### src/rtl/tps_pkg.sv
package tps_pkg;

    typedef enum logic [2:0] {
        PH_IDLE = 3'd0,
        PH_HEAD = 3'd1,
        PH_WALK = 3'd2,
        PH_TAIL = 3'd3,
        PH_DONE = 3'd4
    } phase_e;

    localparam int unsigned EDGE_LEN = 5;

    // control triple {c1,c2,c3} for head slot k
    function automatic logic [2:0] head_ctl(input logic [2:0] k);
        logic [2:0] r;
        case (k)
            3'd1:    r = 3'b001;
            3'd3:    r = 3'b010;
            default: r = 3'b011;
        endcase
        return r;
    endfunction

    // control triple {c1,c2,c3} for tail slot k
    function automatic logic [2:0] tail_ctl(input logic [2:0] k);
        logic [2:0] r;
        case (k)
            3'd1:    r = 3'b100;
            3'd3:    r = 3'b010;
            default: r = 3'b000;
        endcase
        return r;
    endfunction

endpackage

### src/rtl/tps_ctrl.sv
module tps_ctrl
    import tps_pkg::*;
#(
    parameter int unsigned N  = 4,
    parameter int unsigned IW = 3
) (
    input  logic          clk,
    input  logic          rst,
    input  logic          start_i,
    input  logic          adv_i,
    output phase_e        phase_o,
    output logic [IW-1:0] idx_o
);

    localparam logic [IW-1:0] EDGE_LAST = IW'(EDGE_LEN - 1);
    localparam logic [IW-1:0] WALK_LAST = IW'(2 * N - 1);

    typedef struct packed {
        phase_e        phase;
        logic [IW-1:0] idx;
    } ctrl_st_t;

    ctrl_st_t st_d, st_q;
    logic     running;

    assign running = (st_q.phase == PH_HEAD) || (st_q.phase == PH_WALK) ||
                     (st_q.phase == PH_TAIL);

    always_comb begin
        st_d = st_q;
        if (start_i) begin
            st_d.phase = PH_HEAD;
            st_d.idx   = '0;
        end else if (adv_i && running) begin
            case (st_q.phase)
                PH_HEAD: begin
                    if (st_q.idx == EDGE_LAST) begin
                        st_d.phase = PH_WALK;
                        st_d.idx   = '0;
                    end else begin
                        st_d.idx = st_q.idx + 1'b1;
                    end
                end
                PH_WALK: begin
                    if (st_q.idx == WALK_LAST) begin
                        st_d.phase = PH_TAIL;
                        st_d.idx   = '0;
                    end else begin
                        st_d.idx = st_q.idx + 1'b1;
                    end
                end
                PH_TAIL: begin
                    if (st_q.idx == EDGE_LAST) begin
                        st_d.phase = PH_DONE;
                        st_d.idx   = '0;
                    end else begin
                        st_d.idx = st_q.idx + 1'b1;
                    end
                end
                default: st_d = st_q;
            endcase
        end
    end

    always_ff @(posedge clk) begin
        if (rst) begin
            st_q.phase <= PH_IDLE;
            st_q.idx   <= '0;
        end else begin
            st_q <= st_d;
        end
    end

    assign phase_o = st_q.phase;
    assign idx_o   = st_q.idx;


    idle_adv_ignored_chk: assert property (@(posedge clk) disable iff (rst)
        (!running && !start_i) |=> ($stable(st_q.phase) && $stable(st_q.idx)));


    restart_head_chk: assert property (@(posedge clk) disable iff (rst)
        start_i |=> (st_q.phase == PH_HEAD && st_q.idx == '0));


    hold_state_chk: assert property (@(posedge clk) disable iff (rst)
        (!start_i && !adv_i) |=> ($stable(st_q.phase) && $stable(st_q.idx)));


    done_entry_chk: assert property (@(posedge clk) disable iff (rst)
        (st_q.phase == PH_TAIL && st_q.idx == EDGE_LAST && adv_i && !start_i)
        |=> (st_q.phase == PH_DONE));


    walk_step_chk: assert property (@(posedge clk) disable iff (rst)
        (st_q.phase == PH_WALK && st_q.idx != WALK_LAST && adv_i && !start_i)
        |=> (st_q.phase == PH_WALK && st_q.idx == $past(st_q.idx) + 1'b1));

endmodule

### src/rtl/tps_vec_form.sv
module tps_vec_form
    import tps_pkg::*;
#(
    parameter int unsigned N  = 4,
    parameter int unsigned IW = 3
) (
    input  logic          clk,
    input  logic          rst,
    input  phase_e        phase_i,
    input  logic [IW-1:0] idx_i,
    output logic [2:0]    ctl_o,
    output logic [N-1:0]  dat_o
);

    logic           in_walk;
    logic           zero_slot;
    logic [IW-1:0]  zero_pos;
    logic [N-1:0]   base_dat;
    logic [N-1:0]   clear_mask;

    assign in_walk   = (phase_i == PH_WALK);
    assign zero_slot = in_walk && !idx_i[0];
    assign zero_pos  = idx_i >> 1;

    always_comb begin
        case (phase_i)
            PH_HEAD: ctl_o = head_ctl(idx_i[2:0]);
            PH_WALK: ctl_o = 3'b011;
            PH_TAIL: ctl_o = tail_ctl(idx_i[2:0]);
            default: ctl_o = 3'b000;
        endcase
    end

    assign base_dat = (phase_i == PH_HEAD || in_walk) ? '1 : '0;

    // x(g+1) sits at dat bit N-1-g
    for (genvar g = 0; g < N; g++) begin : g_mask
        assign clear_mask[N-1-g] = zero_slot && (zero_pos == IW'(g));
    end

    assign dat_o = base_dat & ~clear_mask;


    walk_zero_count_chk: assert property (@(posedge clk) disable iff (rst)
        in_walk |-> ($countones(dat_o) == (idx_i[0] ? N : N - 1)));


    tail_data_low_chk: assert property (@(posedge clk) disable iff (rst)
        (phase_i == PH_TAIL) |-> (dat_o == '0));

endmodule

### src/rtl/tps_seq.sv
module tps_seq
    import tps_pkg::*;
#(
    parameter int unsigned N = 4
) (
    input  logic         clk,
    input  logic         rst,
    input  logic         start_i,
    input  logic         adv_i,
    output logic [N+2:0] vec_o,
    output logic         valid_o,
    output logic         done_o
);

    localparam int unsigned WALK_BITS = (2 * N > 1) ? $clog2(2 * N) : 1;
    localparam int unsigned IW        = (WALK_BITS > 3) ? WALK_BITS : 3;

    phase_e        phase;
    logic [IW-1:0] idx;
    logic [2:0]    ctl;
    logic [N-1:0]  dat;

    tps_ctrl #(.N(N), .IW(IW)) u_ctrl (
        .clk     (clk),
        .rst     (rst),
        .start_i (start_i),
        .adv_i   (adv_i),
        .phase_o (phase),
        .idx_o   (idx)
    );

    tps_vec_form #(.N(N), .IW(IW)) u_form (
        .clk     (clk),
        .rst     (rst),
        .phase_i (phase),
        .idx_i   (idx),
        .ctl_o   (ctl),
        .dat_o   (dat)
    );

    assign valid_o = (phase == PH_HEAD) || (phase == PH_WALK) || (phase == PH_TAIL);
    assign done_o  = (phase == PH_DONE);
    assign vec_o   = valid_o ? {ctl, dat} : '0;


    idle_vec_zero_chk: assert property (@(posedge clk) disable iff (rst)
        !valid_o |-> (vec_o == '0));


    done_sticky_chk: assert property (@(posedge clk) disable iff (rst)
        (done_o && !start_i) |=> done_o);

endmodule

### config.mk
export PLATFORM = sky130hd
export DESIGN_NAME = tps_seq
export DESIGN_NICKNAME = d
export VERILOG_FILES = /design/src/rtl/tps_pkg.sv /design/src/rtl/tps_ctrl.sv /design/src/rtl/tps_vec_form.sv /design/src/rtl/tps_seq.sv
export SDC_FILE = /design/constraint.sdc
export NUM_CORES = 1
export LEC_CHECK = 0
export BUFFER_PORTS_ARGS = -buffer_cell sky130_fd_sc_hd__buf_2
export CORE_MARGIN = 2
export CORE_UTILIZATION = 40
export DETAILED_ROUTE_END_ITERATION = 8
export GPL_ROUTABILITY_DRIVEN = 0
export GPL_TIMING_DRIVEN = 0
export PLACE_DENSITY = 0.68
export SLEW_MARGIN = 5
export SYNTH_ARGS = -nofsm -noshare
export SYNTH_HDL_FRONTEND = slang
export SYNTH_SLANG_ARGS = --single-unit
export TNS_END_PERCENT = 1
### constraint.sdc
create_clock -name clk -period 2 [get_ports clk]
set_clock_uncertainty 0.15 [all_clocks]
set_input_delay 0.3 -clock clk [delete_from_list [all_inputs] [get_ports clk]]
set_output_delay 0.3 -clock clk [all_outputs]
set_load 0.01 [all_outputs]
### Yosys cells after proc, flatten, opt, wreduce, memory -nomap -nowiden

Index checks and enable logic that the tools add are counted.

* $add $sub $neg: 1
* equality and inequality tests: 17
* multiplexer cells: 13
* bitwise gates (word level): 2
* reductions and logical operators: 17

Operators by type and width (count)
* 6-bit one-hot mux with 3 select lines: 1
* 3-bit 2-to-1 mux: 5
* 4-bit 2-to-1 mux: 3
* 5-bit AND reduction: 2
* 3-bit by 2-bit == test with 1-bit output, second input constant: 3
* 3-bit == test, second input constant: 3
* 3-bit one-hot mux with 3 select lines: 1
* 7-bit 2-to-1 mux: 1
* 3-bit by 1-bit == test with 1-bit output, second input constant: 2
* 1-bit logical AND: 6
* 3-bit by 2-bit inequality test with 1-bit output, second input constant: 2
* 3-bit one-hot mux with 2 select lines: 1
* 4-bit AND: 1
* 2-bit == test, second input constant: 2
* 2-bit by 1-bit inequality test with 1-bit output, second input constant: 2
* 4-bit NOT: 1
* 2-bit one-hot mux with 2 select lines: 1
* 4-bit nonzero test: 1
* 3-bit by 1-bit adder with 3-bit output, second input constant: 1
* 3-bit zero test: 1
* 3-bit inequality test, second input constant: 1
* 3-bit nonzero test: 1
* 2-bit by 1-bit == test with 1-bit output, second input constant: 1
* 1-bit logical OR: 2
* 5 further kinds: 5

* bits in registers: 6
* bits of input ports: 4
* output and inout bits: 9
* word-level logic and storage cells: 53

### Longest topological paths before layout

Gate-level depths: netlist of run 1.

* depth after elaboration: 6
* depth in mapped cells: 6

### By module

Synthesis of run 1 repeated with hierarchy kept, for this count alone.

* cell total of the unflattened synthesis: 70
* area total of the unflattened synthesis: 550.5 um^2

Modules (own cells, without submodules)
* tps_ctrl: instances 1, cells an instance 39, area an instance 344.1 um^2, sequential area each 120.1 um^2
* tps_vec_form: instances 1, cells an instance 22, area an instance 136.4 um^2, sequential area each 0.0 um^2
* tps_seq: instances 1, cells an instance 9, area an instance 70.1 um^2, sequential area each 0.0 um^2

### Least setup slack after synthesis of run 1

No wires, ideal clock.

* path kind: reg-to-output
* start point: register, netlist name u_ctrl.idx_o[1]
* end point: output port vec_o[5]
* arrival time: 1.056 ns
* data required time: 1.550 ns
* path slack: 0.494 ns
* cell stages (with the launch flop): 6
* path through: dfxtp_1 -> inv_1 -> ha_1 -> a21oi_1 -> o21ai_1 -> a21oi_1

* longest elaborated chain between the ends: 4
* elaborated cells between the ends (all ways): 6
* those cells by class: eq/ne (2); mux (4)

Ends and longest elaborated chain
* 3-bit by 2-bit == test with 1-bit output / 3-bit by 1-bit == test with 1-bit output (equally long branches): RTL line tps_pkg.sv:16, tps_pkg.sv:27
* 3-bit one-hot mux with 2 select lines / 2-bit one-hot mux with 2 select lines (equally long branches): RTL line tps_pkg.sv:27, tps_pkg.sv:16
* 3-bit one-hot mux with 3 select lines *: RTL line tps_vec_form.sv:26 `case (phase_i)`
* 7-bit 2-to-1 mux *: RTL line tps_seq.sv:43 `assign vec_o = valid_o ? {ctl, dat} : '0;`
* end: declaration: RTL line tps_seq.sv:10 `output logic [N+2:0] vec_o,`

Every way passes the cells marked *; elsewhere a longest branch is shown, timed or not.

### Worst setup path in the final report of run 1

* start point: register, netlist name u_ctrl.idx_o[0]
* end point: output port vec_o[4]

* longest elaborated chain between the ends: 4
* elaborated cells between the ends (all ways): 5
* those cells by class: eq/ne (2); mux (3)

Ends and longest elaborated chain
* 3-bit by 2-bit == test with 1-bit output / 3-bit by 1-bit == test with 1-bit output (equally long branches): RTL line tps_pkg.sv:16 `case (k)`
* 2-bit one-hot mux with 2 select lines *: RTL line tps_pkg.sv:16
* 3-bit one-hot mux with 3 select lines *: RTL line tps_vec_form.sv:26
* 7-bit 2-to-1 mux *: RTL line tps_seq.sv:43

Marks and branches as above.

==> impl_metrics.csv, run 1 <==
group,metric,value,unit
status,status,"complete, no violations",
timing,period_needed,1.856,ns
synth,ys_seq_area_frac,0.2167,
worst_setup_path,cpMaxStageDelayCell,"dfxtp_1",
cells_and_area,layout_commonest_cell,"buf_2",
timing,worst_pin_slew,0.4372,ns
hold_path,hold_class,"input pin to flip-flop",
clock_network,path_clk_slew,0.04,ns
drt,initialDrtViolationCount,14,
worst_setup_path,critPathKind,"flip-flop to output port",
synth,syn_area,554.3,sq um
pwr,worst_ir_drop_vdd,0.2571,mV
cells_and_area,fin_nets,96,
timing,timing.hold.ws,0.1612,ns
drt,dr_total_vias,536,
flow_run,maxCapViolCount,0,
cells_and_area,syn_to_final_growth,18.74,%
drt,wl_per_cell,11.74,microns
placed_design,placed_cells,97,
drt,drc,0,
cells_and_area,antenna_cells,0,
clock_network,cts_tree,"built",
drt,drt_first_pass_iters,4,
clock_network,post-cts-setup-buffers,0,
floorplanning,rows,13,
clock_network,clock-sinks,6,
floorplanning,die_w,41.23,microns
clock_network,cts_max_level,1,
timing,period_share,0.9281,
synth,yosysUniqueCellTypes,30,
synth,ys_dominant_reg_cell,"dfxtp_1",
worst_setup_path,critPathMaxFanout,6,
timing,setup_viol,0,
worst_setup_path,cp_cell_sequence,"ha_1 -> ha_1 -> a21oi_1 -> nor2_1 -> nor2_1 -> buf_2",
floorplanning,start_util,0.4260,
grt,grt_antenna_before_repair,0,
grt,grt_usage,0.1717,
timing,hold_violations,0,
placed_design,numPortBuffers,12,
cells_and_area,stdcell_area,658.1,sq um
timing,setup_ws,0.1438,ns
pwr,powerDensity,446.5,nW/um^2
floorplanning,fp.dieArea,1700,sq um
grt,grt_pass1_wl,1.876,mm
grt,grt_max_degree,11,
synth,synth_seq_cells,6,
pwr,p_leak,0.2820,nW
cells_and_area,fillers,135,
drt,final_antenna_net_count,0,
clock_network,cts_resized,0,
timing,final_max_slew_viol_count,0,
clock_network,cts_hold_buf,0,
placed_design,place_area,633.1,sq um
placed_design,place_ws,0.3737,ns
timing,setup_tns,0,ns
synth,synth.avg_cell_area,7.918,sq um
synth,synth_fp_nets,79,
grt,grt_pass1_vias,454,
floorplanning,pin_count,13,
synth,ys_warn_count,0,
timing,slew_headroom,0.7085,
floorplanning,die_h,41.23,microns
timing,rsz0062_at_grt,"no",
worst_setup_path,critPathArrivalTime,1.41,ns
worst_setup_path,required,1.55,ns
floorplanning,core_area,1301,sq um
drt,routed_wl,1.174,mm
clock_network,cts.root.buffer_cell,"clkbuf_4",
clock_network,clk-insertion-delay-late,0.24,ns
clock_network,cts_buffer_depth,2,
synth,synth_edf_count,0,
clock_network,numCtsBuffers,3,
cells_and_area,layout_common_cells,"buf_2, nor2_1, a21oi_1",
synth,ys_async_sr_fraction,0,
drt,viasPerCell,5.360,
worst_setup_path,cp-start-kind,"flip-flop",
cells_and_area,layout.cells.non_filler,100,
worst_setup_path,slowest_delay,0.35,ns
grt,globalRoute.totalOverflow,0,
worst_setup_path,worstSetupEndpointType,"output port",
synth,synthCells,70,
cells_and_area,drive_gt1_frac,0.3294,
timing,timing.fmax,538.7,MHz
placed_design,dp_hpwl,901.8,microns
-- worst paths after layout --
kind | from | endpoint | slack, ns | cells past startpoint
max | u_ctrl.idx_o[0] | vec_o[4] | 0.14 | 6
min | rst | u_ctrl.phase_o[0] | 0.16 | 2
max reg2reg | u_ctrl.idx_o[0] | u_ctrl.idx_o[0] | 0.46 | 6
min reg2reg | u_ctrl.idx_o[1] | u_ctrl.idx_o[1] | 0.42 | 2
-- cells in the mapped netlist (2+ instances only) --
| master | n | area share |
|---|---|---|
| buf_6 | 2 | 0.041 |
| nor2_1 | 8 | 0.054 |
| inv_1 | 4 | 0.027 |
| nand2_1 | 2 | 0.014 |
| dfxtp_1 | 6 | 0.22 |
| o21ai_1 | 2 | 0.018 |
| nand2b_1 | 4 | 0.045 |
| mux2i_1 | 2 | 0.036 |
| nand3_1 | 3 | 0.027 |
| nor3_2 | 3 | 0.054 |
| nor3_1 | 4 | 0.036 |
| a21oi_1 | 8 | 0.072 |
| ha_1 | 5 | 0.11 |
-- flip-flops by register name (all words and copies together) (netlist names) --
register,flops
u_ctrl.idx_o,3
u_ctrl.phase_o,3
-- metal layers --
| metal | vias to the layer above | part of all wire | global-route usage |
|---|---|---|---|
| met4 | 0 | 0 | 0.09677 |
| li1 | 276 | - | - |
| met5 | - | 0 | 0 |
| met2 | 15 | 0.47 | 0.2656 |
| met1 | 245 | 0.49 | 0.2201 |
| met3 | 0 | 0.043 | 0.03261 |
-- cell families (layout without fill, tap and decap cells) --
kind of cell | count (synthesis) | in the layout | share of synthesized area
simple gates | 32 | 32 | 0.3522
xor+xnor | 1 | 1 | 0.01580
compound gates | 17 | 17 | 0.1919
fa+ha+maj | 5 | 5 | 0.1129
flops | 6 | 6 | 0.2167
mux | 2 | 2 | 0.03612
buf+inv | 7 | 22 | 0.07447
-- power breakdown --
| part | total [mW] | switching, mW | internal [mW] |
|---|---|---|---|
| sequential | 0.126 | 0.00326 | 0.122 |
| combinational | 0.0628 | 0.0365 | 0.0263 |
| clock | 0.105 | 0.0379 | 0.0675 |
-- final cells by class --
| class | count | area (sq um) | area share |
|---|---|---|---|
| buffer | 3 | 26.28 | 0.03992 |
| multi-input combinational | 57 | 392.9 | 0.5970 |
| tap | 15 | 18.77 | 0.02852 |
| timing repair buffer | 12 | 60.06 | 0.09125 |
| inverter | 4 | 15.01 | 0.02281 |
| clock buffer | 3 | 22.52 | 0.03422 |
| sequential | 6 | 122.6 | 0.1863 |
-- per-stage QoR --
step / utilization / total power, mW
final: 0.5058 / 0.2939
after global routing: 0.5058 / 0.3127
after CTS: 0.5038 / 0.3012
after detailed placement: 0.4865 / 0.1902
after global placement: 0.4865 / 0.1891
after floorplan: - / 0.1676
-- worst max-delay path: cells and delay by family, from the launching register on --
kind / cells / cell delay [ns]
compound gates: 1 / 0.13
fa+ha+maj: 2 / 0.43
buf+inv: 1 / 0.13
flops: 1 / 0.35
simple gates: 2 / 0.12
No activity file was read; power rests on OpenSTA's default activity.
==> run 2: changes to the inputs <==
--- a/config.mk
+++ b/config.mk
@@ -5,13 +5,14 @@
 export SDC_FILE = /design/constraint.sdc
 export NUM_CORES = 1
 export LEC_CHECK = 0
-export BUFFER_PORTS_ARGS = -buffer_cell sky130_fd_sc_hd__buf_2
 export CORE_MARGIN = 2
 export CORE_UTILIZATION = 40
+export CTS_BUF_LIST = sky130_fd_sc_hd__clkbuf_16
 export DETAILED_ROUTE_END_ITERATION = 8
+export DONT_BUFFER_PORTS = 1
 export GPL_ROUTABILITY_DRIVEN = 0
 export GPL_TIMING_DRIVEN = 0
-export PLACE_DENSITY = 0.68
+export PLACE_DENSITY = 0.6
 export SLEW_MARGIN = 5
 export SYNTH_ARGS = -nofsm -noshare
 export SYNTH_HDL_FRONTEND = slang
==> constraint.sdc (replaced) <==
create_clock -name clk -period 2 [get_ports clk]
set_clock_uncertainty 0.15 [all_clocks]
set_input_delay 0.1 -clock clk [delete_from_list [all_inputs] [get_ports clk]]
set_output_delay 0.1 -clock clk [all_outputs]
set_load 0.01 [all_outputs]
==> impl_metrics.csv, run 2 (same netlist as run 1, synthesis figures left out) <==
group,metric,value,unit
grt,globalRoute.totalOverflow,0,
flow_run,maxCapViolCount,0,
timing,worst_pin_slew,0.3960,ns
pwr,powerDensity,742.4,nW/um^2
drt,viasPerCell,5.489,
pwr,p_int,398.7,uW
worst_setup_path,critPathArrivalTime,1.41,ns
grt,grt_max_degree,11,
cells_and_area,syn_to_final_growth,20.54,%
drt,initialDrtViolationCount,6,
grt,grt_antenna_before_repair,0,
worst_setup_path,required,1.75,ns
timing,setup_tns,0,ns
grt,use_met1,0.2071,
floorplanning,die_h,41.23,microns
floorplanning,fp.dieArea,1700,sq um
placed_design,numPortBuffers,0,
grt,grt_use_met2,0.2383,
drt,final_antenna_net_count,0,
timing,setup_viol,0,
worst_setup_path,cp-start-kind,"flip-flop",
cells_and_area,fin_nets,86,
floorplanning,core_area,1301,sq um
worst_setup_path,critPathMaxFanout,6,
timing,hold_violations,0,
clock_network,clk-insertion-delay-late,0.22,ns
placed_design,dp_hpwl,859.1,microns
status,status,"complete, no violations",
timing,final_max_slew_viol_count,0,
pwr,p_leak,0.2588,nW
cells_and_area,drive_gt1_frac,0.1867,
timing,slew_headroom,0.7360,
floorplanning,rows,13,
grt,busiest_layer,"met2",
pwr,swShare,0.1962,
floorplanning,start_util,0.4260,
clock_network,cts_max_level,1,
clock_network,clock-sinks,6,
clock_network,cts.root.buffer_cell,"clkbuf_16",
worst_setup_path,worstSetupEndpointType,"output port",
hold_path,hold_class,"input pin to flip-flop",
placed_design,placed_cells,85,
clock_network,cts_resized,0,
grt,grt_usage,0.1639,
floorplanning,pin_count,13,
drt,dr_total_vias,494,
grt,grt_pass1_wl,1.794,mm
clock_network,path_clk_slew,0.03,ns
clock_network,cts_buffer_depth,2,
timing,period_share,0.8281,
pwr,p_seq_frac,0.254,
pwr,worst_ir_drop_vdd,0.5675,mV
pwr,p_sw,97.34,uW
grt,grt_pass1_vias,417,
clock_network,numCtsBuffers,3,
floorplanning,die_w,41.23,microns
drt,drt_first_pass_iters,4,
grt,use_met3,0.05435,
pwr,pwr-share-comb,0.108,
drt,wl_per_cell,13.17,microns
timing,period_needed,1.656,ns
cells_and_area,layout.cells.non_filler,90,
drt,drc,0,
timing,timing.fmax,603.8,MHz
clock_network,cts_tree,"built",
drt,routed_wl,1.185,mm
worst_setup_path,critPathKind,"flip-flop to output port",
cells_and_area,antenna_cells,0,
cells_and_area,layout_common_cells,"nor2_1, a21oi_1, dfxtp_1",
pwr,power.share.clock,0.638,
timing,rsz0062_at_grt,"no",
timing,timing.hold.ws,0.03492,ns
## run 2: cell types whose count changed in the layout (fill, tap and decap cells not counted), sizes merged
cell / before / now
dlygate4sd3: 0 / 2
buf: 14 / 2
## run 2: area by class of cell
class	count	area, sq um
sequential	6	120.1
multi-input combinational	57	392.9
inverter	4	15.01
clock buffer	3	75.07
timing repair buffer	2	20.02
buffer	3	26.28
fill	150	633.1
tap	15	18.77
## run 2: per-layer routing
metal,vias to the layer above,part of all wire
li1,256,-
met1,230,0.53
met2,8,0.45
met3,0,0.025
met4,0,0
met5,-,0
## run 2: repair_timing
| item | in CTS | in global routing |
|---|---|---|
| hold buffers | 2 | 0 |
| endpoints found under the hold margin | 6 | 0 |
| setup buffers | 0 | 0 |
| setup endpoints to repair | 0 | 0 |
## run 2: worst paths after layout
check	start	end	slack [ns]	cells past startpoint
hold / removal	adv_i	u_ctrl.phase_o[0]	0.03	4
setup / recovery	u_ctrl.idx_o[1]	vec_o[5]	0.34	5
hold reg to reg	u_ctrl.idx_o[1]	u_ctrl.idx_o[1]	0.45	2
setup reg to reg	u_ctrl.idx_o[0]	u_ctrl.idx_o[0]	0.45	6
## run 2: power by group through the flow
stage	clock, mW	combinational, mW	sequential (mW)
floorplan	0	0.0406	0.127
global placement	0	0.0467	0.128
detailed placement	0	0.0468	0.128
CTS	0.321	0.0537	0.126
global route	0.327	0.0594	0.127
finish	0.316	0.0535	0.126
## run 2: worst max-delay path, stage by stage (launching register included)
cell     delay, ns
dfxtp_1       0.40
inv_1         0.11
ha_1          0.21
a21oi_1       0.15
o21ai_1       0.07
a21oi_1       0.25
## run 2: stage by stage
stage | utilization | instance area [sq um] | setup WS (ns) | power [mW]
6_report | 0.5135 | 668.1 | 0.3438 | 0.4960
5_1_grt | 0.5135 | 668.1 | 0.2444 | 0.5134
4_1_cts | 0.5135 | 668.1 | 0.3300 | 0.5009
3_5_place_dp | 0.4404 | 573.1 | 0.4625 | 0.1746
3_3_place_gp | 0.4404 | 573.1 | 0.4905 | 0.1744
2_1_floorplan | - | 554.3 | 0.6020 | 0.1676
